<file path="src/rtl/pcseq_pkg.sv">
package pcseq_pkg;
  parameter int CNT_W  = 11;
  parameter int NIB_W  = 4;
  parameter int NUM_SRC = 4;
  parameter int ADDR_W = CNT_W + 1;

  typedef enum logic [2:0] {
    SEL_HOLD, SEL_INC, SEL_TJMP, SEL_BR, SEL_JMP, SEL_CALL, SEL_RET, SEL_VEC
  } sel_t;
endpackage

</file>
<file path="src/rtl/pcseq_vec_enc.sv">
module pcseq_vec_enc #(
  parameter int NUM_SRC = 4,
  parameter int CNT_W   = 11
) (
  input  logic [NUM_SRC-1:0] req,
  output logic               any,
  output logic [CNT_W-1:0]   vec
);
  always_comb begin
    any = |req;
    vec = '0;
    for (int i = NUM_SRC - 1; i >= 0; i--) begin
      if (req[i]) vec = CNT_W'(i + 1);
    end
  end
endmodule

</file>
<file path="src/rtl/pcseq_sel.sv">
module pcseq_sel
  import pcseq_pkg::*;
(
  input  logic irq_any,
  input  logic ret_any,
  input  logic call,
  input  logic jmp,
  input  logic br_taken,
  input  logic tjmp,
  input  logic step,
  output sel_t sel
);
  always_comb begin
    if (irq_any)       sel = SEL_VEC;
    else if (ret_any)  sel = SEL_RET;
    else if (call)     sel = SEL_CALL;
    else if (jmp)      sel = SEL_JMP;
    else if (br_taken) sel = SEL_BR;
    else if (tjmp)     sel = SEL_TJMP;
    else if (step)     sel = SEL_INC;
    else               sel = SEL_HOLD;
  end
endmodule

</file>
<file path="src/rtl/pcseq_regs.sv">
module pcseq_regs
  import pcseq_pkg::*;
#(
  parameter int CNT_W = 11,
  parameter int NIB_W = 4
) (
  input  logic             clk,
  input  logic             rst,
  input  sel_t             sel,
  input  logic             jpage,
  input  logic [CNT_W-1:0] tgt,
  input  logic [CNT_W-1:0] ret_addr,
  input  logic [CNT_W-1:0] vec,
  input  logic [NIB_W-1:0] tbr,
  input  logic [NIB_W-1:0] acc,
  output logic             page_q,
  output logic [CNT_W-1:0] cnt_q,
  output logic             push_en,
  output logic [CNT_W-1:0] push_addr
);
  localparam int OFF_W = 2 * NIB_W;

  logic [CNT_W-1:0] cnt_inc, cnt_nxt;
  logic             page_nxt;

  assign cnt_inc = cnt_q + CNT_W'(1);

  always_comb begin
    cnt_nxt  = cnt_q;
    page_nxt = page_q;
    case (sel)
      SEL_INC:  cnt_nxt = cnt_inc;
      SEL_TJMP: cnt_nxt = {cnt_q[CNT_W-1:OFF_W], tbr, acc};
      SEL_BR:   cnt_nxt = tgt;
      SEL_JMP: begin
        cnt_nxt  = tgt;
        page_nxt = jpage;
      end
      SEL_CALL: cnt_nxt = tgt;
      SEL_RET:  cnt_nxt = ret_addr;
      SEL_VEC: begin
        cnt_nxt  = vec;
        page_nxt = 1'b0;
      end
      default: ;
    endcase
  end

  always_ff @(posedge clk) begin
    if (rst) begin
      page_q    <= 1'b0;
      cnt_q     <= '0;
      push_en   <= 1'b0;
      push_addr <= '0;
    end else begin
      page_q  <= page_nxt;
      cnt_q   <= cnt_nxt;
      push_en <= (sel == SEL_CALL) || (sel == SEL_VEC);
      if (sel == SEL_CALL)     push_addr <= cnt_inc;
      else if (sel == SEL_VEC) push_addr <= cnt_q;
    end
  end

  AST_RESET_STATE: assert property (@(posedge clk)
    rst |=> (!page_q && cnt_q == '0 && !push_en));
  AST_INC_WRAP: assert property (@(posedge clk) disable iff (rst)
    sel == SEL_INC |=> (cnt_q == CNT_W'($past(cnt_q) + 1) && page_q == $past(page_q)));
  AST_PAGE_ONLY_JUMP: assert property (@(posedge clk) disable iff (rst)
    (sel != SEL_JMP && sel != SEL_VEC) |=> $stable(page_q));
  AST_BRANCH_LOAD: assert property (@(posedge clk) disable iff (rst)
    sel == SEL_BR |=> cnt_q == $past(tgt));
  AST_CALL_PUSH: assert property (@(posedge clk) disable iff (rst)
    sel == SEL_CALL |=> (push_en && push_addr == CNT_W'($past(cnt_q) + 1)));
  AST_TJMP_JOIN: assert property (@(posedge clk) disable iff (rst)
    sel == SEL_TJMP |=> (cnt_q[OFF_W-1:0] == {$past(tbr), $past(acc)}
                        && cnt_q[CNT_W-1:OFF_W] == $past(cnt_q[CNT_W-1:OFF_W])));
endmodule

</file>
<file path="src/rtl/pc_sequencer.sv">
module pc_sequencer
  import pcseq_pkg::*;
#(
  parameter int CNT_W   = pcseq_pkg::CNT_W,
  parameter int NIB_W   = pcseq_pkg::NIB_W,
  parameter int NUM_SRC = pcseq_pkg::NUM_SRC
) (
  input  logic                 clk,
  input  logic                 rst,
  input  logic                 step,
  input  logic                 jmp,
  input  logic                 jmp_page,
  input  logic                 br_taken,
  input  logic                 call,
  input  logic                 ret,
  input  logic                 rtnw,
  input  logic                 tjmp,
  input  logic [NUM_SRC-1:0]   irq_req,
  input  logic [CNT_W-1:0]     tgt,
  input  logic [CNT_W-1:0]     ret_addr,
  input  logic [NIB_W-1:0]     tbr_in,
  input  logic [NIB_W-1:0]     acc_in,
  input  logic [2*NIB_W-1:0]   rom_byte,
  output logic [CNT_W:0]       pc,
  output logic                 push_en,
  output logic [CNT_W-1:0]     push_addr,
  output logic                 const_en,
  output logic [NIB_W-1:0]     tbr_out,
  output logic [NIB_W-1:0]     ac_out
);
  localparam int ADDR_W = CNT_W + 1;

  logic             irq_any;
  logic [CNT_W-1:0] vec;
  sel_t             sel;
  logic             page_q;
  logic [CNT_W-1:0] cnt_q;

  pcseq_vec_enc #(.NUM_SRC(NUM_SRC), .CNT_W(CNT_W)) u_vec (
    .req(irq_req), .any(irq_any), .vec(vec)
  );

  pcseq_sel u_sel (
    .irq_any(irq_any), .ret_any(ret | rtnw), .call(call), .jmp(jmp),
    .br_taken(br_taken), .tjmp(tjmp), .step(step), .sel(sel)
  );

  pcseq_regs #(.CNT_W(CNT_W), .NIB_W(NIB_W)) u_regs (
    .clk(clk), .rst(rst), .sel(sel), .jpage(jmp_page), .tgt(tgt),
    .ret_addr(ret_addr), .vec(vec), .tbr(tbr_in), .acc(acc_in),
    .page_q(page_q), .cnt_q(cnt_q), .push_en(push_en), .push_addr(push_addr)
  );

  assign pc = {page_q, cnt_q};

  always_ff @(posedge clk) begin
    if (rst) begin
      const_en <= 1'b0;
      tbr_out  <= '0;
      ac_out   <= '0;
    end else begin
      const_en <= rtnw && !irq_any;
      if (rtnw && !irq_any) begin
        tbr_out <= rom_byte[2*NIB_W-1:NIB_W];
        ac_out  <= rom_byte[NIB_W-1:0];
      end
    end
  end

  AST_RET_LOAD: assert property (@(posedge clk) disable iff (rst)
    (ret && !(|irq_req)) |=> (pc[CNT_W-1:0] == $past(ret_addr) && pc[CNT_W] == $past(pc[CNT_W])));
  AST_VEC_TOP: assert property (@(posedge clk) disable iff (rst)
    irq_req[0] |=> (pc == ADDR_W'(1) && push_en));
  AST_CALL_OVER_JMP: assert property (@(posedge clk) disable iff (rst)
    (call && jmp && !(|irq_req) && !ret && !rtnw) |=> push_en);
  AST_CONST_SPLIT: assert property (@(posedge clk) disable iff (rst)
    (rtnw && !(|irq_req)) |=> (const_en && {tbr_out, ac_out} == $past(rom_byte)));
endmodule

</file>
<file path="config.mk">
export PLATFORM = sky130hd
export DESIGN_NAME = pc_sequencer
export DESIGN_NICKNAME = d
export VERILOG_FILES = /design/src/rtl/pcseq_pkg.sv /design/src/rtl/pcseq_vec_enc.sv /design/src/rtl/pcseq_sel.sv /design/src/rtl/pcseq_regs.sv /design/src/rtl/pc_sequencer.sv
export SDC_FILE = /design/constraint.sdc
export NUM_CORES = 1
export LEC_CHECK = 0
export BUFFER_PORTS_ARGS = -buffer_cell sky130_fd_sc_hd__clkbuf_2
export CORE_UTILIZATION = 48
export CTS_BUF_LIST = sky130_fd_sc_hd__clkbuf_4
export CTS_CLUSTER_SIZE = 10
export DETAILED_ROUTE_END_ITERATION = 10
export PLACE_DENSITY = 0.81
export SLEW_MARGIN = 5
export SYNTH_ARGS = -nofsm -noshare
export SYNTH_HDL_FRONTEND = slang
export SYNTH_SLANG_ARGS = --single-unit
</file>
<file path="constraint.sdc">
create_clock -name clk -period 2.76 [get_ports clk]
set_input_delay 0.552 -clock clk [delete_from_list [all_inputs] [get_ports clk]]
set_output_delay 0.552 -clock clk [all_outputs]
set_load 0.05 [all_outputs]
</file>
# Word-level counts from Yosys, hierarchy flattened
# Cells that the tools add are included.
# totals
regBits,33
in_bits,52
out_inout_bits,33
wordCells,43
# classes
add_sub_neg,1
n_eq_ne,7
n_mux,15
bitwise,2
reduce_logical,10
# ops
operator,count
$pmux 11 s5,1
$mux 3,10
$mux 11,2
$eq 3x3->1 const B,4
$add 11x1->11 const B,1
$eq 3x2->1 const B,2
$reduce_bool 5->1,1
$reduce_bool 2->1,2
$reduce_bool 4->1,1
$reduce_or 4->1,1
$eq 3x1->1 const B,1
$reduce_or 3->1,1
$pmux 1 s2,1
$reduce_and 2->1,1
$logic_and 1x1->1,1
$logic_not 1->1,1
$logic_or 1x1->1,1
$mux 1,1
$not 1->1,1
$or 1x1->1,1

# Longest topological paths before layout
# Gate-level depths: netlist of run 1.
# depth
ltp_word,11
mapped_depth,7
ltp_nobuf,6

# Modules after synthesis
# From an unflattened synthesis of run 1, not the netlist that was laid out.
# hier_totals
cells_unflattened,273
hier_area_um2,2319.7
# by_module_without_submodules
module,instances,cells_each,area_each_um2,seq_area_each_um2
pcseq_regs,1,209,1771.7,480.5
pc_sequencer,1,38,396.6,180.2
pcseq_vec_enc,1,16,106.4,0.0
pcseq_sel,1,10,45.0,0.0

# Worst setup path after synthesis of run 1
# OpenSTA, ideal clock, no wires.
# synth_timing
path_type,flip-flop to flip-flop
startpoint,register u_regs.cnt_q[0]
endpoint,register u_regs.cnt_q[8]
setup_ps,92
t_arrival_ps,2082
t_required_ps,2668
setup_slack_ps,586
stages_incl_launch_ff,7
path_buffers,0
synth_period_minus_slack_ps,2174
cell_sequence,dfxtp_1 > ha_1 > nand3_1 > or3_1 > nor2_1 > a222oi_1 > o32ai_1
# synth_via
elab_chain_len,2
# synth_rtl
element,line_no,text
from (decl),pcseq_regs.sv:17,"output logic [CNT_W-1:0] cnt_q,"
from (signal assigned),pcseq_regs.sv:57,cnt_q <= cnt_nxt;
$add 11x1->11,pcseq_regs.sv:26,assign cnt_inc = cnt_q + CNT_W'(1);
$pmux 11 s5,pcseq_regs.sv:31,case (sel)
# No other way between the ends.
# A chain may end at the register's enable or synchronous reset.

# Final worst setup path of run 1
# Ends and elaborated chain as after synthesis.

==> results by group, run 1 <==
Outcome
  • Status: completed

Logic synthesis
  • Compound-cell area share of the yosys netlist: 27.7%
  • Simple-Gate Fraction of Synth Area: 29.7%
  • Yosys reg bits: 33
  • Xor-xnor portion of the synthesized cell area: 0.936%
  • Synth Area in Adders: 0.668%
  • Sequential area share after synthesis: 35.3%
  • Main flop type after synthesis: dfxtp_1
  • Top cells by area, synth: dfxtp_1, a21oi_1, nor2_1, nand2_1, nand3_1
  • Synth top area share: 35.3%
  • Yosys Warn Count: 0
  • Syn_nets: 286
  • Cell Area, Synth: 0.00187 mm²
  • Multiplexer share of the synthesized area: 0.535%
  • Area leader, netlist: dfxtp_1
  • Largest family of logic cells by synthesized area: simple AND/OR/NAND/NOR gates
  • Library cells used by synthesis: 53
  • Post-synth EDFFs: 0
  • Asr flop ratio synth: 0%
  • Syn Inst Count: 233
  • Avg Inst Size Synth: 8.03 µm²

Routing
  • DR vias: 2081
  • DR vias/cell: 5.78
  • Initial DRT Pass Iterations: 4
  • Wirelength per Cell: 13.8 µm
  • DRC Markers: 0
  • Post-DRT Antenna Nets: 0
  • Routed WL: 4990 µm
  • DR iter-0 viols: 117

Setup path
  • WS Path Type: register to register
  • Crit path max-delay family: simple AND/OR/NAND/NOR gates
  • Worst path max stage delay: 0.50 ns
  • Ordered list of cells on the worst path: ha_1 -> nand3_1 -> or3_1 -> nor2_1 -> a222oi_1 -> o32ai_1
  • Critical path startpoint category: register
  • Crit path buffers/inverters: 0
  • Nature of the critical path endpoint: register
  • Worst Path Required: 3.01 ns
  • Crit path max fanout: 8
  • Arrival @ worst endpoint: 2.44 ns
  • Critical path's slowest cell: or3_1

CTS
  • Clk Latency, worst-skew pair: 0.33 ns
  • CTS max path bufs: 2
  • CTS sink cnt: 33
  • CTS tree: done
  • CTS buffer count: 5
  • CTS Hold Bufs: 0
  • Reg clk slew, reported paths: 0.09 ns
  • Htree depth: 2
  • Cts repair resizes: 0
  • Root buffer selected by CTS: clkbuf_4
  • Setup Buffers After CTS: 0

Final layout
  • Fillcell total: 354
  • Total Nets Final: 365
  • Area grow syn2layout: 25.5%
  • ANT cells: 0
  • Layout cells sized above 1: 34.6%

Place
  • Placer Congestion: 0.840
  • Post-detail-place hpwl: 3740 µm
  • IO buf count: 84

Floorplan
  • Boundary Pins: 85
  • Die X: 64.4 µm
  • Die ar.: 0.00415 mm²
  • Die Height: 64.4 µm
  • Rows: 22
  • Initial core utilization: 50.7%
  • CORE AREA: 0.00369 mm²

STA
  • Final hold violations: 0
  • Least-Margin Pin Slew: 0.753 ns
  • Fmax: 457 MHz
  • Minimum clock period: 2.19 ns
  • RSZ-0062 raised after global routing: false
  • Count of pins over their slew limit: 0
  • Crit share post-route: 79.3%
  • Hold slack: 0.443 ns
  • Setup TNS: 0 ns
  • Setup Skew: 0.00444 ns
  • Setup Viol. Count Final: 0
  • Rel. slew slack: 49.8%

Global route
  • Largest net degree at the start of global routing: 36
  • Initial antenna violation count: 0
  • Total GRT Usage: 25.5%
  • Total overflow reported by the global router: 0
  • Global-route wire length before repair: 8390 µm
  • Vias in the first global route: 1885

Run
  • Max-cap check violation count: 0

Worst hold path
  • Min-delay worst type: input port to register

Power and ir drop
  • Design Power: 899 µW
  • LEAKAGE: 0.000970 µW
  • Peak VDD IR: 0.000255 V
  • PwrDens: 382 mW/mm²
==> synth_stat cells, drive strengths merged, types with 6 or more instances <==
| library cell | number |
|---|---|
| nor2 | 26 |
| nand3 | 17 |
| a21oi | 24 |
| dfxtp | 33 |
| nand2 | 25 |
| a221oi | 6 |
| nor3 | 8 |
| o21ai | 7 |
| a22oi | 6 |
| clkbuf | 10 |
| buf | 6 |
==> sequential cells by signal, summed over array words and instances, names as in the netlist <==
register / count
u_regs.push_en: 1
tbr_out: 4
const_en: 1
u_regs.page_q: 1
u_regs.push_addr: 11
u_regs.cnt_q: 11
ac_out: 4
==> logic make-up after synthesis <==
kind of cell    Yosys count
compound gates           72
mux                       1
flops                    33
buf+inv                  20
fa+ha+maj                 1
simple gates            104
xor+xnor                  2
==> worst paths after layout <==
kind	start	to	slack, ns	depth (start not counted)
worst min-delay path	rom_byte[2]	ac_out[2]$_SDFFE_PP0P_	0.44	3
worst max-delay path	u_regs.cnt_q[0]$_SDFFE_PP0P_	u_regs.cnt_q[8]$_SDFFE_PP0P_	0.57	6
worst max register to register	u_regs.cnt_q[0]$_SDFFE_PP0P_	u_regs.cnt_q[8]$_SDFFE_PP0P_	0.57	6
worst min register to register	u_regs.push_addr[10]$_SDFFE_PP0P_	u_regs.push_addr[10]$_SDFFE_PP0P_	0.46	2
==> worst min-delay path, cell delays in order <==
cell      delay, ns
clkbuf_2       0.08
nand3_1        0.05
a21oi_1        0.05
==> power breakdown <==
part           internal (µW)  switching (µW)
Combinational           55.1            93.5
Sequential               485            9.23
Clock                    102             154
==> through the flow <==
step,setup slack (ns),instance area (µm²),util (%),std cells
finish,0.572,2350,63.7,360
global route,0.446,2350,63.7,360
CTS,0.609,2350,63.7,360
detailed placement,0.333,2300,62.4,353
global placement,0.378,2300,62.4,353
floorplan,0.586,1870,-,233
==> cells in the final DEF (no fill, tap or decap), types with 3 or more instances in the layout <==
cell / count
a31oi_1: 5
and3_1: 4
a22oi_1: 6
clkbuf_4: 6
dfxtp_1: 33
a21oi_1: 24
clkbuf_2: 84
nor3_1: 6
buf_4: 4
o21ai_0: 6
nor2_1: 26
a221oi_1: 5
nand2_1: 25
inv_1: 4
nand3_1: 17
nand2b_1: 5
a222oi_1: 3
==> layout make-up <==
type	instances	area, µm²	share of cell area (%)
Clock inverter	1	3.75	0.160
Clock buffer	6	45.0	1.92
Timing Repair Buffer	88	450	19.2
Tap cell	48	60.1	2.56
Multi-Input combinational cell	180	1110	47.4
Sequential cell	33	661	28.1
Inverter	4	15.0	0.639
==> metal layers <==
| metal | GRT usage (%) | wire length [µm] |
|---|---|---|
| met1 | 32.4 | 2240 |
| met2 | 43.3 | 2320 |
| met3 | 6.16 | 383 |
| met4 | 5.83 | 38 |
| met5 | 0 | 0 |
Power figures use the tool's default switching activity.
==> run 2: changes to the inputs <==
Settings changed: CORE_UTILIZATION 48 to 44, PLACE_DENSITY 0.81 to 0.78.
Clock period 2.76 ns to 1.8 ns, I/O delays scaled along.
==> results by group, run 2 (synthesis results as in run 1) <==
Outcome
  • Status: completed

STA
  • Least-Margin Pin Slew: 0.671 ns
  • Crit share post-route: 94.2%
  • Setup Viol. Count Final: 0
  • Final hold violations: 0
  • Fmax: 590 MHz
  • Rel. slew slack: 55.2%
  • Setup Skew: 0.00779 ns
  • Count of pins over their slew limit: 0
  • Setup TNS: 0 ns
  • Minimum clock period: 1.70 ns
  • Final setup margin: 0.105 ns
  • RSZ-0062 raised after global routing: false
  • Hold slack: 0.229 ns

Floorplan
  • Die ar.: 0.00452 mm²
  • Boundary Pins: 85
  • Die Height: 67.2 µm
  • Initial core utilization: 46.5%
  • Rows: 23
  • CORE AREA: 0.00403 mm²
  • Die X: 67.2 µm

Global route
  • Vias in the first global route: 2112
  • Total overflow reported by the global router: 0
  • Largest net degree at the start of global routing: 21
  • Total GRT Usage: 27.9%
  • Global-route wire length before repair: 9370 µm
  • Initial antenna violation count: 0

Worst hold path
  • WHS Path Cells: 3
  • Min-delay worst type: input port to register

CTS
  • Cts repair resizes: 0
  • CTS max path bufs: 2
  • CTS sink cnt: 33
  • CTS buffer count: 5
  • Setup Buffers After CTS: 0
  • Reg clk slew, reported paths: 0.11 ns
  • Root buffer selected by CTS: clkbuf_4
  • Htree depth: 2
  • CTS Hold Bufs: 0
  • CTS tree: done
  • Clk Latency, worst-skew pair: 0.35 ns

Routing
  • DR iter-0 viols: 156
  • Post-DRT Antenna Nets: 0
  • Wirelength per Cell: 14.7 µm
  • Routed WL: 5910 µm
  • Initial DRT Pass Iterations: 4
  • DR vias/cell: 5.62
  • DRC Markers: 0
  • DR vias: 2254

Final layout
  • Total Nets Final: 403
  • Regs by FF count: u_regs.cnt_q: 11 flops, u_regs.push_addr: 11 flops
  • Area grow syn2layout: 44.4%
  • Commonest cells after routing, fill and taps aside: clkbuf_2, buf_4, dfxtp_1
  • Commonest non-fill, non-tap cell in the layout: clkbuf_2
  • ANT cells: 0
  • Layout cells sized above 1: 44.4%

Power and ir drop
  • Peak VDD IR: 0.000349 V
  • LEAKAGE: 0.00118 µW
  • PwrDens: 539 mW/mm²

Setup path
  • Crit path max fanout: 11
  • Arrival @ worst endpoint: 1.98 ns
  • Worst Path Required: 2.08 ns
  • WS Path Type: input port to register
  • Critical path startpoint category: input port
  • Nature of the critical path endpoint: register
  • R2r worst-path depth: 7

Place
  • Placer Congestion: 0.955
  • Post-detail-place hpwl: 4560 µm
  • IO buf count: 84
  • Place WS: -0.240 ns

Run
  • Max-cap check violation count: 0
-- run 2: changes by cell type in the layout (fill, tap and decap cells not counted), sizes merged --
cell,delta
clkbuf,-1
clkinvlp,+1
buf,+38
clkinv,+1
-- run 2: layer usage --
metal | wire length (µm) | part of all wire (%) | track usage (%) | up-vias
met5 | 0 | 0 | 0 | -
met1 | 2530 | 43 | 33.2 | 1018
met2 | 2770 | 47 | 47.0 | 103
met4 | 172 | 2.9 | 11.7 | 0
met3 | 446 | 7.5 | 7.26 | 22
li1 | - | - | - | 1111
-- run 2: path summary, 6_finish.rpt --
kind                                start                            end  slack (ns)
min                             acc_in[1]   u_regs.cnt_q[1]$_SDFFE_PP0P_        0.23
max                            irq_req[1]   u_regs.cnt_q[7]$_SDFFE_PP0P_        0.10
max reg2reg  u_regs.cnt_q[0]$_SDFFE_PP0P_  u_regs.cnt_q[10]$_SDFFE_PP0P_        0.14
min reg2reg       tbr_out[2]$_SDFFE_PP0P_        tbr_out[2]$_SDFFE_PP0P_        0.46
-- run 2: critical path, stage by stage --
cell and delay [ns]:
clkbuf_2 0.09, or4_4 0.58, nor4_4 0.35, buf_12 0.18
o21ai_1 0.08, o211a_1 0.25, nor3_2 0.09
-- run 2: power by group --
group / switching [µW] / internal [µW] / total, µW
sequential: 14.0 / 743 / 757
clock: 278 / 147 / 426
combinational: 156 / 117 / 273
-- run 2: per-stage QoR --
stage / utilization, % / instances / total power [µW] / area (µm²)
after floorplan: - / 233 / 906 / 1890
after global placement: 65.4 / 393 / 1040 / 2640
after global routing: 67.1 / 401 / 1510 / 2700
final: 67.1 / 401 / 1460 / 2700
after CTS: 66.8 / 401 / 1460 / 2690
after detailed placement: 65.4 / 393 / 1050 / 2640
-- run 2: layout make-up --
cell class / count / area [µm²]
tap: 50 / 62.6
clock inverter: 3 / 17.5
sequential: 33 / 671
multi-input combinational: 180 / 1140
fill: 361 / 1330
clock buffer: 5 / 37.5
timing repair buffer: 126 / 761
inverter: 4 / 15.0
==> run 3: changes to the inputs <==
Settings changed: ABC_AREA set to 1, CORE_UTILIZATION 44 to 48, PLACE_DENSITY 0.78 to 0.8.
Clock period 1.8 ns to 2.1 ns, I/O delays scaled along.
==> results by group, run 3 <==
Worst hold path
  • WHS Path Cells: 3
  • Hold_sp: tgt[4]
  • Min-delay worst type: input port to register

Setup path
  • Nature of the critical path endpoint: register
  • Worst path max stage delay: 0.41 ns
  • R2r endpoint: u_regs.push_addr[10]$_SDFFE_PP0P_
  • R2R Setup Slk: 0.32 ns
  • Crit path max fanout: 7
  • Critical path's slowest cell: dfxtp_2
  • Ordered list of cells on the worst path: ha_1 -> nand3_1 -> nor3_2 -> nand3_1 -> nor2_1 -> nand2_1 -> xor2_1 -> nand2_1 -> nand3_1 -> nand2_1 -> inv_1
  • Critical path startpoint category: register
  • Arrival @ worst endpoint: 2.06 ns
  • WS Path Type: register to register
  • Crit Reg-Reg Startpoint: u_regs.cnt_q[0]$_SDFFE_PP0P_
  • Crit. Startpoint: u_regs.cnt_q[0]$_SDFFE_PP0P_
  • Worst Path Required: 2.38 ns
  • R2r worst-path depth: 11
  • End point of the critical path: u_regs.push_addr[10]$_SDFFE_PP0P_

Logic synthesis
  • Top cells by area, synth: dfxtp_1, nand2_1, inv_1, nand3_1, a21oi_1
  • Count leader, synth: nand2_1
  • Library cells used by synthesis: 32
  • Main flop type after synthesis: dfxtp_1
  • Post-synth EDFFs: 0
  • Syn_nets: 337
  • Sequential area share after synthesis: 34.4%
  • Cell Area, Synth: 0.00192 mm²
  • Syn Inst Count: 284
  • Avg Inst Size Synth: 6.76 µm²
  • Top cells by count, synth: nand2_1, inv_1, dfxtp_1, nor2_1, nand3_1
  • Area leader, netlist: dfxtp_1
  • Yosys reg bits: 33
  • Asr flop ratio synth: 0%
  • Yosys Warn Count: 0
  • Synth top area share: 34.4%

Power and ir drop
  • PwrDens: 488 mW/mm²
  • Power share of the combinational group: 17.0%
  • Clock power frac: 28.5%
  • Switching power: 355 µW
  • Design Power: 1190 µW
  • Reg power frac: 54.5%
  • Peak VDD IR: 0.000427 V
  • P_int: 834 µW
  • LEAKAGE: 0.00128 µW
  • Sw frac: 29.9%

Routing
  • DR vias/cell: 5.09
  • DRC Markers: 0
  • Post-DRT Antenna Nets: 0
  • Initial DRT Pass Iterations: 4
  • Wirelength per Cell: 11.6 µm
  • DR vias: 2142
  • DR iter-0 viols: 76
  • Routed WL: 4880 µm

STA
  • Count of pins over their slew limit: 0
  • Minimum clock period: 1.78 ns
  • Rel. slew slack: 71.3%
  • Setup TNS: 0 ns
  • Setup Viol. Count Final: 0
  • Crit share post-route: 84.7%
  • Setup Skew: 0.0109 ns
  • Least-Margin Pin Slew: 0.425 ns
  • RSZ-0062 raised after global routing: false
  • Fmax: 562 MHz
  • Final hold violations: 0

Global route
  • Total GRT Usage: 25.6%
  • Vias in the first global route: 2086
  • Initial antenna violation count: 0
  • Total overflow reported by the global router: 0
  • Global-route wire length before repair: 8520 µm
  • Largest net degree at the start of global routing: 22

Floorplan
  • Boundary Pins: 85
  • Initial core utilization: 51.3%
  • Die ar.: 0.00426 mm²
  • Die X: 65.2 µm
  • Die Height: 65.2 µm
  • CORE AREA: 0.00374 mm²
  • Rows: 22

Final layout
  • Regs by FF count: u_regs.cnt_q: 11 flops, u_regs.push_addr: 11 flops
  • Layout cells sized above 1: 30.8%
  • Area grow syn2layout: 27.0%
  • Commonest non-fill, non-tap cell in the layout: clkbuf_2
  • Total Nets Final: 425
  • Post-route insts no fill: 421
  • ANT cells: 0
  • Commonest cells after routing, fill and taps aside: clkbuf_2, nand2_1, inv_1

CTS
  • Cts repair resizes: 0
  • CTS sink cnt: 33
  • Htree depth: 2
  • Setup Buffers After CTS: 0
  • CTS buffer count: 5
  • CTS max path bufs: 2
  • CTS tree: done
  • CTS Hold Bufs: 0
  • Root buffer selected by CTS: clkbuf_4
  • Clk Latency, worst-skew pair: 0.34 ns
  • Reg clk slew, reported paths: 0.11 ns

Place
  • IO buf count: 84
  • Placer Congestion: 0.873
  • Dpl cells: 413
  • Post-detail-place hpwl: 3860 µm

Run
  • Max-cap check violation count: 0

Outcome
  • Status: completed
[run 3: changes by cell type after synthesis, sizes merged, moves of 6 or more]
cell,change
clkbuf,-7
inv,+39
nand2,+50
nand3,+6
o21ai,+6
xor2,+8
[run 3: kinds of logic after synthesis]
logic type               count (synthesis)  synth area share, %
buffers and inverters                   54                 12.5
flip-flops                              33                 34.4
XOR/XNOR                                 9                 4.11
adder cells (fa/ha/maj)                  1                0.652
AND/OR/NAND/NOR                        136                 32.3
AO/OA/AOI/OAI                           51                 16.0
[run 3: critical path: cells and delay by family (launching register included)]
family,cells,cell delay (ns)
flops,1,0.41
simple gates,8,0.86
buf+inv,1,0.06
xor+xnor,1,0.19
fa+ha+maj,1,0.20
[run 3: worst min-delay path by stage]
| stage | end | slack, ns |
|---|---|---|
| finish | u_regs.cnt_q[4]$_SDFFE_PP0P_ | 0.31 |
| global route | u_regs.cnt_q[4]$_SDFFE_PP0P_ | 0.32 |
| CTS | u_regs.page_q$_SDFFE_PP0P_ | 0.31 |
| detailed placement | u_regs.push_addr[8]$_SDFFE_PP0P_ | 0.46 |
| global placement | tbr_out[1]$_SDFFE_PP0P_ | 0.45 |
| floorplan | u_regs.page_q$_SDFFE_PP0P_ | 0.46 |
[run 3: power by group through the flow]
stage | registers (µW) | clock network, µW | logic [µW]
after global placement | 663 | 0 | 200
after CTS | 649 | 346 | 203
final | 649 | 339 | 202
after detailed placement | 663 | 0 | 203
after global routing | 650 | 365 | 225
after floorplan | 706 | 0 | 77.8
[run 3: routing by layer]
layer	share of wire (%)	vias up	track usage, %
li1	-	1094	-
met1	43	976	29.8
met2	49	61	45.5
met3	5.9	11	5.03
met4	1.7	0	10.1
met5	0	-	0
[run 3: layout make-up]
type | instances | area (µm²)
Multi-Input combinational cell | 197 | 1020
Tap cell | 48 | 60.1
Clock buffer | 5 | 37.5
Clock inverter | 3 | 12.5
Sequential cell | 33 | 662
Inverter | 43 | 161
Timing Repair Buffer | 92 | 480
Fill cell | 376 | 1310
[run 3: per-stage QoR]
| step | setup WS, ns | hold slack [ns] | instance area [µm²] | utilization (%) |
|---|---|---|---|---|
| finish | 0.321 | 0.311 | 2440 | 65.1 |
| global route | 0.144 | 0.319 | 2440 | 65.1 |
| CTS | 0.228 | 0.312 | 2430 | 65.0 |
| detailed placement | 0.124 | 0.456 | 2380 | 63.6 |
| global placement | 0.206 | 0.450 | 2380 | 63.6 |
| floorplan | 0.00425 | 0.457 | 1920 | - |
